[config.mk]
export PLATFORM = sky130hd
export DESIGN_NAME = nic_csr_port
export DESIGN_NICKNAME = d
export VERILOG_FILES = /design/src/rtl/nic_csr_pkg.sv /design/src/rtl/nic_csr_rst_sync.sv /design/src/rtl/nic_csr_sel.sv /design/src/rtl/nic_csr_status.sv /design/src/rtl/nic_csr_cfg.sv /design/src/rtl/nic_csr_port.sv
export SDC_FILE = /design/constraint.sdc
export NUM_CORES = 1
export LEC_CHECK = 0
export BUFFER_PORTS_ARGS = -buffer_cell sky130_fd_sc_hd__buf_4
export CAP_MARGIN = 5
export CORE_UTILIZATION = 49
export CTS_BUF_LIST = sky130_fd_sc_hd__clkbuf_16
export DETAILED_ROUTE_END_ITERATION = 8
export PLACE_DENSITY = 0.79
export SETUP_SLACK_MARGIN = 0.5
export SKIP_CTS_REPAIR_TIMING = 1
export SLEW_MARGIN = 25
export SYNTH_ARGS = -nofsm -noshare
export SYNTH_HDL_FRONTEND = slang
export SYNTH_SLANG_ARGS = --single-unit
[constraint.sdc]
create_clock -name clk -period 1.8 [get_ports clk]
set_input_delay 0.36 -clock clk [delete_from_list [all_inputs] [get_ports clk]]
set_output_delay 0.36 -clock clk [all_outputs]
set_load 0.05 [all_outputs]
[src/rtl/nic_csr_pkg.sv]
package nic_csr_pkg;
  localparam int CSR_W = 16;
  localparam int EV_N  = 7;
  localparam int SEL_W = 2;

  typedef enum logic [SEL_W-1:0] {
    SEL_STATUS  = 2'd0,
    SEL_IADR_LO = 2'd1,
    SEL_IADR_HI = 2'd2,
    SEL_BUSCFG  = 2'd3
  } csr_sel_e;

  // event index inside the sticky vector (== status bit - 8)
  localparam int EV_BABL = 6;
  localparam int EV_CERR = 5;
  localparam int EV_MISS = 4;
  localparam int EV_MERR = 3;
  localparam int EV_RINT = 2;
  localparam int EV_TINT = 1;
  localparam int EV_IDON = 0;

  localparam logic [EV_N-1:0] ERR_MASK  = 7'b1111000;
  localparam logic [EV_N-1:0] INTR_MASK = 7'b1011111;

  // command bit positions in the status word
  localparam int CB_INIT = 0;
  localparam int CB_STRT = 1;
  localparam int CB_STOP = 2;
  localparam int CB_TDMD = 3;
  localparam int CB_N    = 4;
endpackage

[src/rtl/nic_csr_rst_sync.sv]
module nic_csr_rst_sync #(
  parameter int STAGES = 2
) (
  input  logic clk,
  input  logic arst_n,
  output logic rst_sync_n
);
  logic [STAGES-1:0] chain_q;

  always_ff @(posedge clk or negedge arst_n) begin
    if (!arst_n) chain_q <= '0;
    else         chain_q <= {chain_q[STAGES-2:0], 1'b1};
  end

  assign rst_sync_n = chain_q[STAGES-1];
endmodule

[src/rtl/nic_csr_sel.sv]
module nic_csr_sel
  import nic_csr_pkg::*;
(
  input  logic             clk,
  input  logic             rst_n,
  input  logic             sel_we,
  input  logic [SEL_W-1:0] sel_wdata,
  output csr_sel_e         sel_q
);
  csr_sel_e sel_d;

  always_comb begin
    sel_d = sel_q;
    if (sel_we) sel_d = csr_sel_e'(sel_wdata);
  end

  always_ff @(posedge clk or negedge rst_n) begin
    if (!rst_n)      sel_q <= SEL_STATUS;
    else if (sel_we) sel_q <= sel_d;
  end
endmodule

[src/rtl/nic_csr_status.sv]
module nic_csr_status
  import nic_csr_pkg::*;
(
  input  logic             clk,
  input  logic             rst_n,
  input  logic             wr_en,
  input  logic [EV_N-1:0]  wr_clr,
  input  logic             wr_inea,
  input  logic [CB_N-1:0]  wr_cmd,
  input  logic [EV_N-1:0]  ev_set,
  output logic [CSR_W-1:0] status_rd,
  output logic [CB_N-1:0]  cmd_pulse,
  output logic             stop_now,
  output logic             irq
);
  logic [EV_N-1:0] flag_q;
  logic            inea_q, inea_d, run_en;
  logic            rxon_q, rxon_d, txon_q, txon_d;
  logic [CB_N-1:0] cmd_d;
  logic            start_now, err_sum, intr_sum;

  assign stop_now  = wr_en & wr_cmd[CB_STOP];
  assign start_now = wr_en & wr_cmd[CB_STRT];

  genvar gi;
  generate
    for (gi = 0; gi < EV_N; gi++) begin : g_flag
      logic flag_d, flag_en;
      always_comb begin
        flag_en = ev_set[gi] | (wr_en & wr_clr[gi]);
        flag_d  = ev_set[gi];
      end
      always_ff @(posedge clk or negedge rst_n) begin
        if (!rst_n)       flag_q[gi] <= 1'b0;
        else if (flag_en) flag_q[gi] <= flag_d;
      end
    end
  endgenerate

  always_comb begin
    run_en = wr_en;
    inea_d = inea_q;
    rxon_d = rxon_q;
    txon_d = txon_q;
    if (wr_en) inea_d = wr_inea;
    if (start_now) begin
      rxon_d = 1'b1;
      txon_d = 1'b1;
    end
    if (stop_now) begin
      inea_d = 1'b0;
      rxon_d = 1'b0;
      txon_d = 1'b0;
    end
  end

  always_ff @(posedge clk or negedge rst_n) begin
    if (!rst_n) begin
      inea_q <= 1'b0;
      rxon_q <= 1'b0;
      txon_q <= 1'b0;
    end else if (run_en) begin
      inea_q <= inea_d;
      rxon_q <= rxon_d;
      txon_q <= txon_d;
    end
  end

  always_comb cmd_d = wr_en ? wr_cmd : '0;

  always_ff @(posedge clk or negedge rst_n) begin
    if (!rst_n) cmd_pulse <= '0;
    else        cmd_pulse <= cmd_d;
  end

  assign err_sum  = |(flag_q & ERR_MASK);
  assign intr_sum = |(flag_q & INTR_MASK);
  assign irq      = intr_sum & inea_q;

  assign status_rd = {err_sum, flag_q, intr_sum, inea_q, rxon_q, txon_q, {CB_N{1'b0}}};
endmodule

[src/rtl/nic_csr_cfg.sv]
module nic_csr_cfg
  import nic_csr_pkg::*;
#(
  parameter int INIT_ADDR_W = 24,
  parameter int CFG_W       = 3,
  localparam int HI_W       = INIT_ADDR_W - CSR_W
) (
  input  logic                   clk,
  input  logic                   rst_n,
  input  logic                   lo_we,
  input  logic                   hi_we,
  input  logic                   cfg_we,
  input  logic                   stop_clr,
  input  logic [CSR_W-1:0]       wdata,
  output logic [CSR_W-1:0]       lo_rd,
  output logic [CSR_W-1:0]       hi_rd,
  output logic [CSR_W-1:0]       cfg_rd,
  output logic [INIT_ADDR_W-1:0] init_addr,
  output logic [CFG_W-1:0]       bus_cfg
);
  logic [CSR_W-1:1] lo_q;
  logic [HI_W-1:0]  hi_q;
  logic [CFG_W-1:0] cfg_q, cfg_d;
  logic             cfg_en;

  always_ff @(posedge clk or negedge rst_n) begin
    if (!rst_n)     lo_q <= '0;
    else if (lo_we) lo_q <= wdata[CSR_W-1:1];
  end

  always_ff @(posedge clk or negedge rst_n) begin
    if (!rst_n)     hi_q <= '0;
    else if (hi_we) hi_q <= wdata[HI_W-1:0];
  end

  always_comb begin
    cfg_en = cfg_we | stop_clr;
    cfg_d  = stop_clr ? '0 : wdata[CFG_W-1:0];
  end

  always_ff @(posedge clk or negedge rst_n) begin
    if (!rst_n)      cfg_q <= '0;
    else if (cfg_en) cfg_q <= cfg_d;
  end

  assign lo_rd     = {lo_q, 1'b0};
  assign hi_rd     = {{(CSR_W-HI_W){1'b0}}, hi_q};
  assign cfg_rd    = {{(CSR_W-CFG_W){1'b0}}, cfg_q};
  assign init_addr = {hi_q, lo_q, 1'b0};
  assign bus_cfg   = cfg_q;
endmodule

[src/rtl/nic_csr_port.sv]
module nic_csr_port
  import nic_csr_pkg::*;
#(
  parameter int INIT_ADDR_W = 24,
  parameter int CFG_W       = 3
) (
  input  logic                   clk,
  input  logic                   rst_n,
  input  logic                   host_port_sel,
  input  logic                   host_wr,
  input  logic [CSR_W-1:0]       host_wdata,
  output logic [CSR_W-1:0]       host_rdata,
  input  logic [EV_N-1:0]        ev_set,
  output logic                   cmd_init,
  output logic                   cmd_start,
  output logic                   cmd_stop,
  output logic                   cmd_tx_demand,
  output logic                   irq,
  output logic [INIT_ADDR_W-1:0] init_addr,
  output logic [CFG_W-1:0]       bus_cfg
);
  logic             rst_sync_n;
  csr_sel_e         sel_q;
  logic             data_we, sel_we;
  logic [CSR_W-1:0] status_rd, lo_rd, hi_rd, cfg_rd, data_rd;
  logic [CB_N-1:0]  cmd_pulse;
  logic             stop_now;

  nic_csr_rst_sync #(.STAGES(2)) u_rst (
    .clk(clk), .arst_n(rst_n), .rst_sync_n(rst_sync_n)
  );

  assign data_we = host_wr & ~host_port_sel;
  assign sel_we  = host_wr &  host_port_sel;

  nic_csr_sel u_sel (
    .clk(clk), .rst_n(rst_sync_n), .sel_we(sel_we),
    .sel_wdata(host_wdata[SEL_W-1:0]), .sel_q(sel_q)
  );

  nic_csr_status u_status (
    .clk(clk), .rst_n(rst_sync_n),
    .wr_en(data_we && sel_q == SEL_STATUS),
    .wr_clr(host_wdata[8+EV_N-1:8]),
    .wr_inea(host_wdata[6]),
    .wr_cmd(host_wdata[CB_N-1:0]),
    .ev_set(ev_set),
    .status_rd(status_rd), .cmd_pulse(cmd_pulse),
    .stop_now(stop_now), .irq(irq)
  );

  nic_csr_cfg #(.INIT_ADDR_W(INIT_ADDR_W), .CFG_W(CFG_W)) u_cfg (
    .clk(clk), .rst_n(rst_sync_n),
    .lo_we(data_we && sel_q == SEL_IADR_LO),
    .hi_we(data_we && sel_q == SEL_IADR_HI),
    .cfg_we(data_we && sel_q == SEL_BUSCFG),
    .stop_clr(stop_now), .wdata(host_wdata),
    .lo_rd(lo_rd), .hi_rd(hi_rd), .cfg_rd(cfg_rd),
    .init_addr(init_addr), .bus_cfg(bus_cfg)
  );

  always_comb begin
    unique case (sel_q)
      SEL_STATUS:  data_rd = status_rd;
      SEL_IADR_LO: data_rd = lo_rd;
      SEL_IADR_HI: data_rd = hi_rd;
      default:     data_rd = cfg_rd;
    endcase
  end

  assign host_rdata = host_port_sel ? {{(CSR_W-SEL_W){1'b0}}, sel_q} : data_rd;

  assign cmd_init      = cmd_pulse[CB_INIT];
  assign cmd_start     = cmd_pulse[CB_STRT];
  assign cmd_stop      = cmd_pulse[CB_STOP];
  assign cmd_tx_demand = cmd_pulse[CB_TDMD];
endmodule

==> results.md <==
* Gate Count Post-Synth at 171
* 1st-iter DRT viols at 123
* CTS tree: yes
* Endpoints failing hold at 0
* Status: finished with violations
* # rows at 23
* Port Buffer Count at 73
* Clk pin slew, worst setup/hold paths at 0.05 ns
* DR vias at between 1500 and 2000
* Startpoint types: flip-flop
* Initial core utilization at 0.507
* DRC errors left at 0
* First-pass GRT wire length at 8.20 mm
* Final period util at 1.11
* CP Max Fanout at 3
* Crit. Startpoint: u_status.status_rd[12]
* Vias in the first global route at 1694
* Die W at between 60 and 70 um
* Final Max Tran Viols at 0
* CP endpoint kind: output pin
* Util after Layout at 0.874
* Clock sink count at between 40 and 50
* Die height at 66.4 um
* Number of synthesized flops with an enable pin at 0
* Area Growth Syn to Fin at 72.3%
* TritonCTS Buffers at 5
* I/O pin cnt at 75
* RePlAce Congestion at around 0.78
* LEAKAGE at around 1.6 nW
* Core area at 0.00400 mm2
* Hold_ws at 0.236 ns
* # setup viols final at 16
* Worst Tran Pin Value at ~0.50 ns
* Cell Area, Synth at ~0.002 mm2
* Most frequent cells in the layout: buf_4 (73), dfrtp_1 (30), mux2_4 (24), buf_6 (24), dfrtp_2 (13)
* Reg2reg start: u_sel.sel_q[1]
* FFs w/ async S/R, synth at 1.00
* Mapped Avg Cell Area at roughly 12 um2
* Warnings, synthesis at 0
* Register area at about 0.0011 mm2
* Clock Tree Root: clkbuf_16
* CP arrival at 1.63 ns
* Largest net degree at the start of global routing at 22
* Pwr Total at between 5 and 6 mW
* # fillers at 170
* Max frequency at 503 MHz
* Unrepaired setup endpoints after global routing: yes
* First-pass detailed-route iteration total at 4
* Routed WL at around 7 mm
* Layout Skew at slightly above 0.005 ns
* Max_slew headroom at 0.665
* Distinct cell type count after synthesis at 34
* Reg2reg setup slack at 0.07 ns
* Most used DFF post-synth: dfrtp_1
* Worst Hold Class: reg2async
* Endpoint of the worst register-to-register path: u_cfg.hi_q[2]
* Tot GR Track Use at 0.256
* ANT nets after route at 0
* Post-DP HPWL at approximately 3.7 mm
* CTS H-tree lvls at 2
* Syn Nets at around 200
* #FFs+latches synth at 43
* Vias per cell at about 5.5
* Ant diodes at 0
* Worst skew pair latency at between 0.2 and 0.3 ns
* Multi-input logic area at roughly 0.0012 mm2
* GRT overflow at 0
* Layout Cells excl Fill at roughly 320
* Commonest non-fill, non-tap cell in the layout: buf_4
* Min Tclk post-route at just under 2 ns
* Critical path type: reg2out
* IR drop worst, VDD at 1.06 mV
* Failing checks: negative setup slack
* Layout cells sized above 1 at 0.769
* Sequential element share of the synthesized area at 0.530
* Worst endpoint required time at about 1.4 ns
* Power per Cell Area at ~1500 mW/mm2
* Final WS setup at -0.190 ns
* Reg2reg path depth at 6
* CTS Buffer Depth at 2
* Die area at roughly 0.0044 mm2
* Routed length per placed instance at ~21 um
* Max Cap Viol at 0
* Initial antenna violation count at 0
* # nets final at roughly 300
* Placed insts at just under 300
[cell usage after synthesis, types with 2 or more instances]
cell      number  area (um2)
clkbuf_1       2        7.51
mux2_2        17         191
nand2_1       16        60.1
conb_1         2        7.51
o21ai_0        3        15.0
dfrtp_1       43        1080
and2_1         4        25.0
a21oi_1        5        25.0
mux2i_1        9        90.1
buf_6          2        22.5
buf_2          6        30.0
o22ai_1        2        12.5
inv_1          4        15.0
mux2_4        10         150
nor2_1        15        56.3
a22oi_1        4        30.0
buf_4          2        15.0
a21o_1         9        67.6
[how the worst max path moves through the flow]
stage,endpoint,slack (ns),depth (start not counted)
global route,host_rdata[15],-0.23,5
floorplan,host_rdata[7],-0.06,4
finish,host_rdata[7],-0.19,4
CTS,host_rdata[7],-0.25,4
detailed placement,host_rdata[7],0.06,4
global placement,host_rdata[7],0.08,4
[through the flow]
stage               cell area (um2)  worst slack [ns]  setup TNS [ns]
floorplan                      2260           -0.0601         -0.0601
global placement               2890            0.0779               0
detailed placement             2890            0.0633               0
CTS                            3020            -0.252           -2.19
global route                   3500            -0.235           -2.30
finish                         3500            -0.190           -1.67
[sequential cells by signal, indices dropped and copies added (netlist names)]
signal	cells
u_rst.chain_q	2
u_status.status_rd	7
u_status.rxon_q	1
u_sel.sel_q	2
u_cfg.lo_q	15
u_status.cmd_pulse	4
u_status.inea_q	1
u_cfg.hi_q	8
u_cfg.bus_cfg	3
[critical path: stages (launching register included)]
cell and delay [ns]:
dfrtp_1 0.40, or3_4 0.40, nor4_4 0.28, o31ai_4 0.09, buf_6 0.17
[kinds of logic after synthesis]
family                 after synthesis  synth area share
and+or+nand+nor                     49             0.128
AOI/OAI and AO/OA                   25            0.0808
buffers and inverters               16            0.0444
DFF                                 43             0.530
muxes                               36             0.213
other                                2           0.00370
[cell type report]
| cell class | instances | area share |
|---|---|---|
| clock buffer | 5 | 0.0358 |
| clock inverter | 3 | 0.00358 |
| multi-input combinational | 112 | 0.344 |
| tap | 50 | 0.0179 |
| timing repair buffer | 106 | 0.280 |
| inverter | 4 | 0.00680 |
| sequential | 43 | 0.312 |
[per-layer routing]
metal	global-route usage	part of all wire	vias to the layer above
met1	0.309	0.39	910
met4	0.0851	0.037	0
li1	-	-	788
met5	0	0	-
met3	0.0707	0.050	19
met2	0.439	0.52	75
[power by group]
group	switching, mW	internal, mW
clock	0.356	0.501
sequential	0.307	1.24
combinational	1.64	1.09
(Power assumes the default switching activity.)
